$ cat src/rtl/dcRegPkg.sv
package dcRegPkg;
  localparam int ADDR_W = 21;
  localparam int WORD_W = 32;
  localparam int RGB_W = 24;
  localparam int PAT_W = 16;
  localparam int ENTRY_SHIFT = 3;
  localparam int CPAL_N = 3;

  localparam logic [ADDR_W-1:0] COLPAL_BASE = 21'h080800;
  localparam logic [ADDR_W-1:0] COLPAL_SPAN = 21'h000800;
  localparam logic [ADDR_W-1:0] PAT_BASE = 21'h081000;
  localparam logic [ADDR_W-1:0] PAT_SPAN = 21'h001000;
  localparam logic [ADDR_W-1:0] CPAL_BASE = 21'h080508;
  localparam logic [ADDR_W-1:0] CPAL_SPAN = 21'(CPAL_N << ENTRY_SHIFT);

  localparam int COL_N = int'(COLPAL_SPAN >> ENTRY_SHIFT);
  localparam int PAT_N = int'(PAT_SPAN >> ENTRY_SHIFT);
  localparam int COL_IDX_W = $clog2(COL_N);
  localparam int IDX_W = $clog2(PAT_N);

  localparam logic [ADDR_W-1:0] OFF_ID = 21'h000000;
  localparam logic [ADDR_W-1:0] OFF_CTLA = 21'h080300;
  localparam logic [ADDR_W-1:0] OFF_TOP = 21'h080400;
  localparam logic [ADDR_W-1:0] OFF_CPOS = 21'h080638;
  localparam logic [ADDR_W-1:0] OFF_WIDTH = 21'h080118;
  localparam logic [ADDR_W-1:0] OFF_HEIGHT = 21'h080150;
  localparam logic [ADDR_W-1:0] OFF_SOFTRST = 21'h180000;

  typedef enum logic [1:0] {
    SZ_BYTE = 2'd0,
    SZ_HALF = 2'd1,
    SZ_WORD = 2'd2,
    SZ_RSVD = 2'd3
  } size_e;

  typedef enum logic [3:0] {
    SEL_NONE, SEL_ID, SEL_CTLA, SEL_TOP, SEL_CPOS, SEL_WIDTH, SEL_HEIGHT,
    SEL_CPAL, SEL_COLPAL, SEL_PAT, SEL_IGNORE, SEL_SOFTRST
  } regSel_e;

  typedef struct packed {
    logic wrEn;
    logic rdEn;
    regSel_e sel;
    logic [IDX_W-1:0] idx;
    logic [1:0] lane;
    size_e size;
  } strobe_t;

  // Offsets whose writes are taken but have no effect (boot and timing).
  function automatic logic isQuietOff(input logic [ADDR_W-1:0] a);
    logic hit;
    hit = 1'b0;
    case (a)
      21'h080200, 21'h080170, 21'h080168, 21'h080160, 21'h080158,
      21'h080148, 21'h080140, 21'h080138, 21'h080130, 21'h080128,
      21'h080120, 21'h080110, 21'h080108, 21'h080000: hit = 1'b1;
      default: hit = 1'b0;
    endcase
    return hit;
  endfunction

  function automatic logic [4:0] bppOfCode(input logic [2:0] code);
    logic [4:0] b;
    case (code)
      3'd0: b = 5'd1;
      3'd1: b = 5'd2;
      3'd2: b = 5'd4;
      3'd3: b = 5'd8;
      3'd4: b = 5'd15;
      3'd5: b = 5'd16;
      default: b = 5'd0;
    endcase
    return b;
  endfunction
endpackage

$ cat src/rtl/dcRegCtrl.sv
module dcRegCtrl
  import dcRegPkg::*;
(
  input  logic              clk,
  input  logic              rstN,
  input  logic              reqValid,
  input  logic              reqWrite,
  input  logic [1:0]        reqSize,
  input  logic [ADDR_W-1:0] reqAddr,
  input  logic              frameTick,
  output strobe_t           stb,
  output logic              errPulse,
  output logic              irq
);
  logic [ADDR_W-1:0] wordAddr;
  regSel_e sel;
  logic [IDX_W-1:0] idx;
  logic wrReq;

  assign wordAddr = {reqAddr[ADDR_W-1:2], 2'b00};
  assign wrReq = reqValid && reqWrite;

  always_comb begin
    sel = SEL_NONE;
    idx = '0;
    if (wordAddr >= COLPAL_BASE && wordAddr < COLPAL_BASE + COLPAL_SPAN) begin
      sel = SEL_COLPAL;
      idx = IDX_W'((wordAddr - COLPAL_BASE) >> ENTRY_SHIFT);
    end else if (wordAddr >= PAT_BASE && wordAddr < PAT_BASE + PAT_SPAN) begin
      sel = SEL_PAT;
      idx = IDX_W'((wordAddr - PAT_BASE) >> ENTRY_SHIFT);
    end else if (wordAddr >= CPAL_BASE && wordAddr < CPAL_BASE + CPAL_SPAN) begin
      sel = SEL_CPAL;
      idx = IDX_W'((wordAddr - CPAL_BASE) >> ENTRY_SHIFT);
    end else if (isQuietOff(wordAddr)) begin
      sel = SEL_IGNORE;
    end else begin
      case (wordAddr)
        OFF_ID:      sel = SEL_ID;
        OFF_CTLA:    sel = SEL_CTLA;
        OFF_TOP:     sel = SEL_TOP;
        OFF_CPOS:    sel = SEL_CPOS;
        OFF_WIDTH:   sel = SEL_WIDTH;
        OFF_HEIGHT:  sel = SEL_HEIGHT;
        OFF_SOFTRST: sel = SEL_SOFTRST;
        default:     sel = SEL_NONE;
      endcase
    end
  end

  always_comb begin
    stb.wrEn = wrReq;
    stb.rdEn = reqValid && !reqWrite;
    stb.sel  = sel;
    stb.idx  = idx;
    stb.lane = reqAddr[1:0];
    stb.size = size_e'(reqSize);
  end

  always_ff @(posedge clk or negedge rstN) begin
    if (!rstN) begin
      errPulse <= 1'b0;
      irq <= 1'b0;
    end else begin
      errPulse <= wrReq && (sel == SEL_NONE);
      if (frameTick) irq <= 1'b1;
      else if (wrReq) irq <= 1'b0;
    end
  end
endmodule

$ cat src/rtl/dcRegData.sv
module dcRegData
  import dcRegPkg::*;
#(
  parameter logic [WORD_W-1:0] ID_VALUE = 32'h0000_0010
) (
  input  logic                    clk,
  input  logic                    rstN,
  input  strobe_t                 stb,
  input  logic [WORD_W-1:0]       reqWdata,
  output logic                    rdValid,
  output logic [WORD_W-1:0]       rdData,
  output logic [WORD_W-1:0]       ctrlA,
  output logic [WORD_W-1:0]       topOfScreen,
  output logic [WORD_W-1:0]       cursorPos,
  output logic [WORD_W-1:0]       dispWidth,
  output logic [WORD_W-1:0]       dispHeight,
  output logic [4:0]              depthBpp,
  output logic                    blankForce,
  output logic                    cursorOff,
  output logic [CPAL_N*RGB_W-1:0] curPalFlat,
  output logic                    colWrEn,
  output logic [COL_IDX_W-1:0]    colWrIdx,
  output logic [RGB_W-1:0]        colWrData,
  output logic                    patWrEn,
  output logic [IDX_W-1:0]        patWrIdx,
  output logic [PAT_W-1:0]        patWrData
);
  logic [CPAL_N-1:0][RGB_W-1:0] cpalVec;
  logic [RGB_W-1:0] cpalRd;
  logic [WORD_W-1:0] curWord;
  logic [WORD_W-1:0] merged;
  logic [WORD_W-1:0] narrowRd;
  logic softRst;

  assign softRst = stb.wrEn && (stb.sel == SEL_SOFTRST);

  always_comb begin
    cpalRd = '0;
    for (int e = 0; e < CPAL_N; e++)
      if (stb.idx == IDX_W'(e)) cpalRd = cpalVec[e];
  end

  // Current content of the addressed word; tables held elsewhere read 0.
  always_comb begin
    case (stb.sel)
      SEL_ID:     curWord = ID_VALUE;
      SEL_CTLA:   curWord = ctrlA;
      SEL_TOP:    curWord = topOfScreen;
      SEL_CPOS:   curWord = cursorPos;
      SEL_WIDTH:  curWord = dispWidth;
      SEL_HEIGHT: curWord = dispHeight;
      SEL_CPAL:   curWord = {{(WORD_W-RGB_W){1'b0}}, cpalRd};
      default:    curWord = '0;
    endcase
  end

  // Lane merge for narrow writes.
  always_comb begin
    merged = curWord;
    case (stb.size)
      SZ_BYTE: merged[8*stb.lane +: 8] = reqWdata[7:0];
      SZ_HALF: merged[16*stb.lane[1] +: 16] = reqWdata[15:0];
      default: merged = reqWdata;
    endcase
  end

  // Lane extract for narrow reads.
  always_comb begin
    case (stb.size)
      SZ_BYTE: narrowRd = {{(WORD_W-8){1'b0}}, curWord[8*stb.lane +: 8]};
      SZ_HALF: narrowRd = {{(WORD_W-16){1'b0}}, curWord[16*stb.lane[1] +: 16]};
      default: narrowRd = curWord;
    endcase
  end

  always_ff @(posedge clk or negedge rstN) begin
    if (!rstN) begin
      rdValid <= 1'b0;
      rdData <= '0;
    end else begin
      rdValid <= stb.rdEn;
      if (stb.rdEn) rdData <= narrowRd;
    end
  end

  always_ff @(posedge clk or negedge rstN) begin
    if (!rstN) begin
      ctrlA <= '0;
      topOfScreen <= '0;
      cursorPos <= '0;
      dispWidth <= '0;
      dispHeight <= '0;
    end else if (softRst) begin
      ctrlA <= '0;
      topOfScreen <= '0;
      cursorPos <= '0;
      dispWidth <= '0;
      dispHeight <= '0;
    end else if (stb.wrEn) begin
      case (stb.sel)
        SEL_CTLA:   ctrlA <= merged;
        SEL_TOP:    topOfScreen <= merged;
        SEL_CPOS:   cursorPos <= merged;
        SEL_WIDTH:  dispWidth <= merged;
        SEL_HEIGHT: dispHeight <= merged;
        default:    ;
      endcase
    end
  end

  for (genvar e = 0; e < CPAL_N; e++) begin : g_cpal
    logic [RGB_W-1:0] entry;
    always_ff @(posedge clk or negedge rstN) begin
      if (!rstN) entry <= '0;
      else if (softRst) entry <= '0;
      else if (stb.wrEn && stb.sel == SEL_CPAL && stb.idx == IDX_W'(e))
        entry <= merged[RGB_W-1:0];
    end
    assign cpalVec[e] = entry;
    assign curPalFlat[e*RGB_W +: RGB_W] = entry;
  end

  always_ff @(posedge clk or negedge rstN) begin
    if (!rstN) begin
      colWrEn <= 1'b0;
      colWrIdx <= '0;
      colWrData <= '0;
      patWrEn <= 1'b0;
      patWrIdx <= '0;
      patWrData <= '0;
    end else begin
      colWrEn <= stb.wrEn && stb.sel == SEL_COLPAL;
      patWrEn <= stb.wrEn && stb.sel == SEL_PAT;
      if (stb.wrEn && stb.sel == SEL_COLPAL) begin
        colWrIdx <= stb.idx[COL_IDX_W-1:0];
        colWrData <= merged[RGB_W-1:0];
      end
      if (stb.wrEn && stb.sel == SEL_PAT) begin
        patWrIdx <= stb.idx;
        patWrData <= merged[PAT_W-1:0];
      end
    end
  end

  assign depthBpp = bppOfCode(ctrlA[22:20]);
  assign blankForce = ctrlA[10];
  assign cursorOff = ctrlA[23];
endmodule

$ cat src/rtl/dcRegFile.sv
module dcRegFile
  import dcRegPkg::*;
#(
  parameter logic [WORD_W-1:0] ID_VALUE = 32'h0000_0010
) (
  input  logic                    clk,
  input  logic                    rstN,
  input  logic                    reqValid,
  input  logic                    reqWrite,
  input  logic [1:0]              reqSize,
  input  logic [ADDR_W-1:0]       reqAddr,
  input  logic [WORD_W-1:0]       reqWdata,
  input  logic                    frameTick,
  output logic                    rdValid,
  output logic [WORD_W-1:0]       rdData,
  output logic                    errPulse,
  output logic                    irq,
  output logic [WORD_W-1:0]       ctrlA,
  output logic [WORD_W-1:0]       topOfScreen,
  output logic [WORD_W-1:0]       cursorPos,
  output logic [WORD_W-1:0]       dispWidth,
  output logic [WORD_W-1:0]       dispHeight,
  output logic [4:0]              depthBpp,
  output logic                    blankForce,
  output logic                    cursorOff,
  output logic [CPAL_N*RGB_W-1:0] curPalFlat,
  output logic                    colWrEn,
  output logic [COL_IDX_W-1:0]    colWrIdx,
  output logic [RGB_W-1:0]        colWrData,
  output logic                    patWrEn,
  output logic [IDX_W-1:0]        patWrIdx,
  output logic [PAT_W-1:0]        patWrData
);
  strobe_t stb;

  dcRegCtrl u_ctrl (
    .clk(clk), .rstN(rstN), .reqValid(reqValid), .reqWrite(reqWrite),
    .reqSize(reqSize), .reqAddr(reqAddr), .frameTick(frameTick),
    .stb(stb), .errPulse(errPulse), .irq(irq)
  );

  dcRegData #(.ID_VALUE(ID_VALUE)) u_data (
    .clk(clk), .rstN(rstN), .stb(stb), .reqWdata(reqWdata),
    .rdValid(rdValid), .rdData(rdData), .ctrlA(ctrlA),
    .topOfScreen(topOfScreen), .cursorPos(cursorPos),
    .dispWidth(dispWidth), .dispHeight(dispHeight), .depthBpp(depthBpp),
    .blankForce(blankForce), .cursorOff(cursorOff), .curPalFlat(curPalFlat),
    .colWrEn(colWrEn), .colWrIdx(colWrIdx), .colWrData(colWrData),
    .patWrEn(patWrEn), .patWrIdx(patWrIdx), .patWrData(patWrData)
  );
endmodule

$ cat config.mk
export PLATFORM = sky130hd
export DESIGN_NAME = dcRegFile
export DESIGN_NICKNAME = d
export VERILOG_FILES = /design/src/rtl/dcRegPkg.sv /design/src/rtl/dcRegCtrl.sv /design/src/rtl/dcRegData.sv /design/src/rtl/dcRegFile.sv
export SDC_FILE = /design/constraint.sdc
export NUM_CORES = 1
export LEC_CHECK = 0
export ABC_AREA = 1
export BUFFER_PORTS_ARGS = -buffer_cell sky130_fd_sc_hd__buf_2
export CAP_MARGIN = 20
export CORE_ASPECT_RATIO = 0.5
export CORE_MARGIN = 2
export CORE_UTILIZATION = 40
export CTS_CLUSTER_SIZE = 14
export DETAILED_ROUTE_END_ITERATION = 6
export HOLD_SLACK_MARGIN = 0.06
export PLACE_DENSITY = 0.71
export SETUP_SLACK_MARGIN = 0.15
export SYNTH_ARGS = -nofsm -noshare
export SYNTH_HDL_FRONTEND = slang
export SYNTH_SLANG_ARGS = --single-unit
$ cat constraint.sdc
create_clock -name clk -period 2.6 [get_ports clk]
set_input_delay 0.52 -clock clk [delete_from_list [all_inputs] [get_ports clk]]
set_output_delay 0.52 -clock clk [all_outputs]
set_load 0.005 [all_outputs]
==> reports/results.txt <==
Setup repair after global routing could not meet its margin everywhere. The worst-path maximum fanout was 8; the sum of met2 wire segment lengths after detailed routing was 38700 um. Entering global routing, the biggest net connects 65 pins.

Counting flops and latches in the post-synthesis netlist gives 326. For this run, the number of Yosys warnings is 0. The path class of the tightest hold or removal check is in -> reg. The average wire per standard cell is 24.0 um. For the post-layout utilization of the core, the log shows 63.2%. The power after layout came out at 0.0119 W. For the pin with the worst max-slew slack, the measured transition is 0.956 ns. The commonest non-fill, non-tap cell in the layout was nand2_1. In this run the horizontal extent of the chip is 302 um. For the number of global-route vias before repair, the log shows 20500. The tools report the final hold violation count as 0.

Clock-pin slew was measured on the worst setup and hold paths at 0.07 ns. The later pin in the worst-skew pair is clocked with a latency of 0.56 ns. The clock arrives with 0.0376 ns of skew. Summed over all failing endpoints, the final setup total negative slack is -29.24 ns. The number of different library cells used by synthesis comes to 42. Before CTS, the worst setup slack after placement is -0.911 ns. Across the run, the number of max-cap violations was 0. STA classifies the critical path startpoint as an input port. The top cell types in the final layout, fill and taps aside, are nand2_1, buf_2, dfrtp_1. The run gives 2486 as the net count of the mapped netlist.

The sequential-to-total area share from yosys stat was 45.9%. Setup violations remaining at the end of the flow were counted as 239. The number of antenna violations at the first check in global routing is 4. In the routed design, unresolved DRC markers number 5.

The worst path setup slack after routing was -0.327 ns. The peak per-stage delay on the critical path was 0.35 ns. Final global-route overflow total: 0. The tree is rooted in a clkbuf_16.

The buffer and inverter count on the worst path was 5. Buffers placed on the I/O ports in this run total 392. Kind of cell adding the most delay to the critical path: simple AND/OR/NAND/NOR gates. The routed design has 89100 um of wire. After detailed routing, the number of vias per cell comes to 5.92. The worst pin sits at a relative slew slack of 36.2%. The tools report the max-slew violation count as 0.

The number of top-level pins was 393; the wire length on met3 was 11400 um. The number of cells produced by synthesis was 2419. The signal on the critical path passes through buf_12 -> nor2_1 -> buf_4 -> nand2_4 -> nor2_4 -> nand2_1 -> nor2_4 -> inv_1 -> nand4_1 -> nor2_2 -> nand2_4 -> a21oi_4 -> buf_12 -> buf_4 -> nand2_1 -> nand3_2 -> nor2_4 -> nand3_2 -> nand2_4 -> nand3_4 -> nand3_2 -> nand2_1. In the final layout, the share of cells above drive strength 1 is 44.3%.

The analysis attributes to cell leakage a power of 15.6 nW. The count of TritonRoute iterations in the first routing pass came out at 7. The synthesized netlist occupies a cell area of 17800 um^2.

The floorplan step set the die height to 153 um. The average footprint of a synthesized cell came out at 7.35 um^2. The flow ran to the end, but the final reports show violations. The critical path is of the in -> reg type. The die covers 46200 um^2.

The first global-routing pass estimated 128000 um of wire. The clock sink count was 326; the iteration-0 DRC count of the detailed router was 3541. The detailed placer's ending HPWL was 56600 um. In the global route stage, overall resource usage came out at 36.4%.

The highest clock rate was 342 MHz. STA classifies the critical path endpoint as a flip-flop. The critical-path cell with the highest stage delay is nor2_4.

The detailed router placed 22000 vias in this run. For the layout net count, the log shows 3159. Hold timing on the final database bottoms out at a slack of 0.163 ns.

The shortest period the worst path allows is 2.93 ns, and the initial core utilization is 40.6%. Clock tree buffer depth: 3. TritonCTS created 34 clock buffers.

The run gives 0.976 as the placer's final routability congestion estimate. The H-tree was split into 2 levels. In this run the core area contains 54 standard-cell rows. VDD sags by at most 0.432 mV. From synthesis to final layout, the design area changed by 55.5%.

The highest metal layer carrying signal wires in the routed design is met4. The required time at the worst-slack endpoint is 3.05 ns. The layout has 3487 filler cells. The checks that failed: design-rule violations, negative setup slack. The final critical path takes up 113% of the cycle. The region available for standard cell placement spans 43700 um^2. For the length of routed wiring on met1, the log shows 30700 um.

TritonCTS built the clock tree. The power density over the cells is 430 nW/um^2. The count of antenna-violating nets left after detailed routing is 0. At the worst endpoint, the arrival time is 3.37 ns.
-- final timing paths --
| kind | start | endpoint | slack (ns) | cells past startpoint |
|---|---|---|---|---|
| setup / recovery | reqAddr[4] | u_data.topOfScreen[20]$_DFFE_PN0P_ | -0.33 | 22 |
| hold / removal | frameTick | u_ctrl.irq$_DFFE_PN0P_ | 0.16 | 2 |
| setup reg to reg | u_data.dispWidth[22]$_DFFE_PN0P_ | u_data.colWrData[22]$_DFFE_PN0P_ | 0.57 | 8 |
| hold reg to reg | u_data.colWrData[21]$_DFFE_PN0P_ | u_data.colWrData[21]$_DFFE_PN0P_ | 0.47 | 2 |
| max in group asynchronous | rstN | u_data.rdData[13]$_DFFE_PN0P_ | 1.28 | 3 |
| min in group asynchronous | rstN | u_data.dispWidth[20]$_DFFE_PN0P_ | 0.53 | 2 |
-- stage by stage --
stage	std cells	cell area (um^2)
after floorplan	2419	18200
after global routing	3707	27600
after global placement	3539	22900
after detailed placement	3539	22900
final	3707	27600
after CTS	3690	26600
-- sequential cells by signal (all words and copies together) (netlist names) --
| register | cells |
|---|---|
| u_ctrl.errPulse | 1 |
| u_ctrl.irq | 1 |
| u_data.colWrData | 24 |
| u_data.colWrEn | 1 |
| u_data.colWrIdx | 8 |
| u_data.ctrlA | 32 |
| u_data.cursorPos | 32 |
| u_data.dispHeight | 32 |
| u_data.dispWidth | 32 |
| u_data.g_cpal.entry | 72 |
| u_data.patWrData | 16 |
| u_data.patWrEn | 1 |
| u_data.patWrIdx | 9 |
| u_data.rdData | 32 |
| u_data.rdValid | 1 |
| u_data.topOfScreen | 32 |
-- logic make-up (layout without fill, tap and decap cells) --
logic type | count (synthesis) | in the layout | synth area share [%]
other cells | 0 | 3 | 0
compound gates | 239 | 239 | 7.78
flops | 326 | 326 | 45.9
simple gates | 1576 | 1592 | 39.7
fa+ha+maj | 7 | 7 | 0.493
buf+inv | 271 | 952 | 6.11
-- cell type report --
| cell class | instances | area, um^2 | share of cell area [%] |
|---|---|---|---|
| Timing Repair inverter | 1 | 6.26 | 0.0226 |
| Sequential cell | 326 | 8160 | 29.5 |
| Multi-Input combinational cell | 1838 | 11300 | 40.7 |
| Antenna cell | 3 | 7.51 | 0.0272 |
| Clock buffer | 50 | 1030 | 3.74 |
| Tap cell | 588 | 736 | 2.66 |
| Timing Repair Buffer | 755 | 5730 | 20.7 |
| Inverter | 136 | 558 | 2.02 |
| Clock inverter | 10 | 156 | 0.566 |
-- cells in the mapped netlist (all sizes together) --
master,instances,area (um^2)
a211oi,7,52.6
a21o,1,7.51
a21oi,52,260
a22o,21,184
a22oi,3,22.5
a31oi,1,6.26
buf,43,224
clkbuf,92,345
clkinv,1,3.75
dfrtp,326,8160
ha,7,87.6
inv,135,512
nand2,968,3690
nand3,399,2330
nand4,50,313
nor2,146,648
nor3,11,60.1
nor4,2,12.5
o211ai,6,45.0
o21ai,134,693
o21bai,4,33.8
o221ai,1,8.76
o22ai,1,6.26
o31ai,6,45.0
o41ai,2,17.5
-- what timing repair did --
action / 4_1_cts / 5_1_grt
setup buffers: 66 / 13
setup endpoints to repair: 275 / 301
gates resized for setup: 387 / 217
hold buffers: 1 / 0
pin swaps: 122 / 129
endpoints found under the hold margin: 56 / 0
cloned: 24 / 1
-- where the power goes --
group	total [W]	internal (W)	switching (W)
Sequential	0.00512	0.00510	0.0000160
Combinational	0.00147	0.000483	0.000989
Clock	0.00530	0.00307	0.00223
-- layer usage --
metal	up-vias	track usage [%]
met5	-	0
met4	0	26.6
met3	548	12.0
met2	1686	54.1
met1	10400	44.3
li1	9314	-
Power figures use the tool's default switching activity.
